File: src/rtl/wdog_guarded.sv
module wdog_guarded #(
  parameter int CNT_W      = 16,
  parameter int RST_CYCLES = 4
) (
  input  logic             clk,
  input  logic             rst_n,
  input  logic             mc_en,
  input  logic             arm_set,
  input  logic             start_set,
  input  logic [CNT_W-1:0] reload_val,
  output logic [CNT_W-1:0] count_q,
  output logic             armed_q,
  output logic             running_q,
  output logic             wd_reset_req
);
  localparam logic [CNT_W-1:0] TRIP_VAL = {CNT_W{1'b1}} - CNT_W'(3);
  localparam int RW = $clog2(RST_CYCLES + 1);

  logic          arm_age;
  logic [RW-1:0] rst_left;

  wire tick    = mc_en && !wd_reset_req;
  wire confirm = tick && start_set && armed_q && !arm_age;
  wire trip    = tick && running_q && (count_q == TRIP_VAL);

  always_ff @(posedge clk or negedge rst_n) begin
    if (!rst_n) begin
      count_q      <= '0;
      armed_q      <= 1'b0;
      arm_age      <= 1'b0;
      running_q    <= 1'b0;
      wd_reset_req <= 1'b0;
      rst_left     <= '0;
    end else if (mc_en) begin
      if (tick && start_set) running_q <= 1'b1;

      if (wd_reset_req || confirm) begin
        armed_q <= 1'b0;
      end else if (arm_set) begin
        armed_q <= 1'b1;
        arm_age <= 1'b0;
      end else if (armed_q) begin
        if (arm_age) armed_q <= 1'b0;
        arm_age <= 1'b1;
      end

      if (trip || confirm)        count_q <= reload_val;
      else if (tick && running_q) count_q <= count_q + CNT_W'(1);

      if (trip) begin
        wd_reset_req <= 1'b1;
        rst_left     <= RW'(RST_CYCLES - 1);
      end else if (wd_reset_req) begin
        if (rst_left == '0) wd_reset_req <= 1'b0;
        else                rst_left     <= rst_left - RW'(1);
      end
    end
  end


  run_sticky_chk: assert property (@(posedge clk) disable iff (!rst_n)
    running_q |=> running_q);


  count_gate_chk: assert property (@(posedge clk) disable iff (!rst_n)
    !mc_en |=> $stable(count_q));


  trip_req_chk: assert property (@(posedge clk) disable iff (!rst_n)
    (mc_en && running_q && !wd_reset_req && count_q == TRIP_VAL) |=> wd_reset_req);


  req_keeps_run_chk: assert property (@(posedge clk) disable iff (!rst_n)
    wd_reset_req |-> running_q);


  arm_clear_chk: assert property (@(posedge clk) disable iff (!rst_n)
    (mc_en && armed_q && arm_age && !arm_set) |=> !armed_q);


  arm_gate_chk: assert property (@(posedge clk) disable iff (!rst_n)
    (!mc_en && !armed_q) |=> !armed_q);
endmodule

File: config.mk
export PLATFORM = sky130hd
export DESIGN_NAME = wdog_guarded
export DESIGN_NICKNAME = d
export VERILOG_FILES = /design/src/rtl/wdog_guarded.sv
export SDC_FILE = /design/constraint.sdc
export NUM_CORES = 1
export LEC_CHECK = 0
export BUFFER_PORTS_ARGS = -buffer_cell sky130_fd_sc_hd__buf_2
export CAP_MARGIN = 40
export CORE_MARGIN = 1
export CORE_UTILIZATION = 52
export DETAILED_ROUTE_END_ITERATION = 12
export GPL_TIMING_DRIVEN = 0
export HOLD_SLACK_MARGIN = 0.03
export PLACE_DENSITY = 0.79
export SETUP_SLACK_MARGIN = 0.1
export SLEW_MARGIN = 20
export SYNTH_ARGS = -nofsm -noshare
export SYNTH_HDL_FRONTEND = slang
export SYNTH_SLANG_ARGS = --single-unit
File: constraint.sdc
create_clock -name clk -period 5.4 [get_ports clk]
set_input_delay 0.54 -clock clk [delete_from_list [all_inputs] [get_ports clk]]
set_output_delay 0.54 -clock clk [all_outputs]
set_load 0.05 [all_outputs]
# == Yosys cells after proc, flatten, opt, wreduce, memory -nomap -nowiden ==
# Index checks and enable logic that the tools add are counted.
# word_totals
out_inout_bits,19
wordCells,43
ff_bits,23
input_bits,21
# classes
eq_ne,2
n_bitwise,1
n_addsub,2
n_reduce_logical,18
muxes,14
# ops
op,n
16-bit two-way mux,2
"16-bit by 1-bit adder with 16-bit output, second input constant",1
"16-bit equality test, second input constant",1
1-bit two-way mux,9
3-bit two-way mux,3
1-bit logical AND,6
3-bit AND reduction,2
2-bit nonzero test,3
2-bit AND reduction,2
3-bit zero test,1
"3-bit by 1-bit subtractor with 3-bit output, second input constant",1
1-bit zero test,2
1-bit logical OR,2
"2-bit != test, second input constant",1
1-bit NOT,1

# == Logic depth before layout (Yosys ltp) ==
# depth
ltp_word,8
ltp_mapped,8
ltp_nobuf,7

# == Worst setup path after synthesis ==
# Ideal clock, no wire load.
# synth_path
kind,register to register
start,register count_q[2]
end,register count_q[7]
path_buffers,2
setup_slack_ps,3334
stages_incl_launch_ff,7
synth_period_minus_slack_ps,2066
setup_ps,126
t_arrival_ps,1940
required_ps,5274
cell_sequence,dfrtp_1 -> buf_2 -> and4_1 -> nand4_4 -> o21a_4 -> buf_6 -> a221o_1
# synth_between
elab_chain_cells,5
word_cells_on_any_way,8
cone_classes,add/sub (1); eq/ne (1); mux (2); reduce/logical (4)
# synth_lines
element,line_no,rtl
from (decl),11,"output logic [CNT_W-1:0] count_q,"
from (signal assigned),47,if (trip || confirm) count_q <= reload_val;
from (signal assigned),48,else if (tick && running_q) count_q <= count_q + CNT_W'(1);
branches (longest 5 deep; another with 16-bit by 1-bit adder with 16-bit output),n/a,
# Several ways; the timed one is not identified. The select of a mux whose other input is x is not followed.
# A chain may end at the register's enable or synchronous reset.

# == Worst setup path after layout ==
# layout_path
start,register count_q[0]
end,register count_q[7]
# The elaborated chain is that of the path after synthesis.

==> results.ini <==
[finish]
fin_area_um2 = 1730
area_growth_pct = 17.4
fillers = 225
regArea_um2 = 576
multi_input_area_um2 = 810
diodes = 0
nets = 231
layout_common_cells = 43 x buf_2, 23 x dfrtp_1, 15 x a21oi_1, 14 x nand3_1, 13 x nand2_1
drive_above_1_share = 0.259
final_common_cell = buf_2

[critical_path]
max_stage_delay_ns = 0.48
cp.required_ns = 5.63
critPathCaptureType = flip-flop
r2r_slack_ns = 3.43
arrival_ns = 2.20
worstPathMaxFanout = 9
cp_cell_sequence = inv_1, ha_1, and4_1, nand4_4, o21ai_4, o21ai_1, a221o_1
path_class = reg2reg
critPathSlowestCell = dfrtp_1
cp-start-kind = flip-flop

[min_path]
min_path_type = in2async

[clock_network]
ctsHtreeMaxLevel = 1
cts-root-buf = clkbuf_4
numCtsBuffers = 3
cts_setup_buffers = 0
cts.sinks = 23
cts_hold_buffers = 0
worst_skew_pair.late_latency_ns = 0.32
clk_pin_slew_worst_paths_ns = 0.14
cts_buffer_depth = 2
post_cts_resized = 0
cts_tree = done

[sta]
drv_slew = 0
fin_crit_sh = 0.364
tightest_slew_ns = 0.785
setup_ws_ns = 3.43
post-route-min-period_ns = 1.97
rsz0062_at_grt = false
fin_worst_skew_ns = 0.0170
fmax_mhz = 508
setup_tns_ns = 0
final_hold_viol_count = 0
finalSetupViolCount = 0
relSlewSlack = 0.473
timing.hold.ws_ns = 0.164

[routing]
drt_iter0_drc = 55
wire_per_inst_um = 16.1
wl_um = 3780
dr.pass1.iters = 5
dr_total_vias = 1471
vias_per_cell = 6.26
antenna_left = 0
route.detailed.drc = 0

[pwr]
p_leak_nw = 0.820
ir_drop_uv = 556
power_density_nw_per_um2 = 547

[global_route]
grt_pass1_vias = 1387
grt_pass1_wl_um = 6180
antenna_found_initial = 0
grt_max_degree = 24
track_usage = 0.288
overflow = 0

[floorplanning]
die_h_um = 55.2
core_um2 = 2570
rows = 18
fp.dieArea_um2 = 3040
die_width_um = 55.2
ios = 40
start_util = 0.573

[placed_design]
dp_hpwl_um = 2770
port_buffers = 38
gp_congestion = 0.892
placed_area_um2 = 1700
place_ws_ns = 3.35

[logic_synthesis]
syn_avg_cell_area_um2 = 9.02
synth.net_count = 188
syn_area_um2 = 1470
ys_ff_latch = 23
synth-edff-count = 0
yosys.area.top_type = dfrtp_1
ys_seq_area_frac = 0.391
synthArstFlopShare = 1.00
synth_ff_type = dfrtp_1
synthTopCellsByArea = dfrtp_1 39%, a21oi_1 5.1%, nand3_1 4.8%, mux2i_1 4.1%, ha_1 3.4%
yosys.cell_types.count = 41
synthCells = 163
synth_top_area_frac = 0.391
synth_warnings = 0

[run_status]
outcome = finished, final reports clean

[job]
cap_violations = 0

## final cells by class
cell class / instances / share of cell area
buffer: 7 / 0.0276
multi-input combinational: 123 / 0.469
clock inverter: 1 / 0.00290
timing repair buffer: 38 / 0.110
inverter: 10 / 0.0218
tap: 30 / 0.0218
sequential: 23 / 0.334
clock buffer: 3 / 0.0131
## path summary, 6_finish.rpt
kind / from / end / cells after the start
min reg2reg: rst_left[0]$_DFFE_PN0P_ / rst_left[0]$_DFFE_PN0P_ / 1
max in group asynchronous: rst_n / armed_q$_DFFE_PN0P_ / 1
min: rst_n / count_q[9]$_DFFE_PN0P_ / 1
min in group clk: arm_set / arm_age$_DFFE_PN0P_ / 2
max reg2reg: count_q[0]$_DFFE_PN0P_ / count_q[7]$_DFFE_PN0P_ / 7
max: count_q[0]$_DFFE_PN0P_ / count_q[7]$_DFFE_PN0P_ / 7
## worst max-delay path: cells and delay by family (launching register included)
family / cells / cell delay [ns]
fa+ha+maj: 1 / 0.13
flops: 1 / 0.48
compound gates: 3 / 0.75
buf+inv: 1 / 0.11
simple gates: 2 / 0.40
## stage by stage
stage          cells   util  total power, W
2_1_floorplan    163      -        0.000719
3_3_place_gp     231  0.661        0.000837
3_5_place_dp     231  0.661        0.000859
4_1_cts          235  0.672        0.000942
5_1_grt          235  0.672         0.00100
6_report         235  0.672        0.000943
## state kept, by name, indices dropped and copies added, names as in the netlist
register      flops
armed_q           1
count_q          16
rst_left          3
arm_age           1
running_q         1
wd_reset_req      1
## Yosys cell counts (2+ instances only)
master and instances:
dfrtp_1 23, a21oi_1 15, nand3_1 14, nand2_1 13, inv_1 10, o21ai_0 9, nor2_1 8, mux2i_1 6
buf_2 5, a2bb2oi_1 4, ha_1 4, nor4_1 4, o21ai_1 4, and4_1 3, nor3_1 3, o22ai_1 3
a21o_1 2, a31oi_1 2, and2_1 2, and3_1 2, buf_6 2, nand4_1 2, nor2b_1 2, o21a_1 2
o221a_1 2, o2bb2ai_1 2
## report_power, final
part | internal [W] | leakage (nW) | switching (W)
clock network | 0.0000277 | 0.0177 | 0.0000552
registers | 0.000242 | 0.277 | 0.0000918
logic | 0.000153 | 0.526 | 0.000373
total | 0.000423 | 0.820 | 0.000520
## cell families after synthesis
| logic type | synth area share |
|---|---|
| and+or+nand+nor | 0.218 |
| adders and majority gates | 0.0340 |
| buffers and inverters | 0.0579 |
| muxes | 0.0409 |
| DFF | 0.391 |
| AOI/OAI and AO/OA | 0.258 |
## per-layer routing
metal	global-route usage	up-vias	routed length (µm)
met5	0	-	0
met1	0.371	711	1690
li1	-	693	-
met3	0.0710	6	252
met4	0.108	0	38
met2	0.464	61	1800
Note: power is estimated with default switching activity, not from simulation.
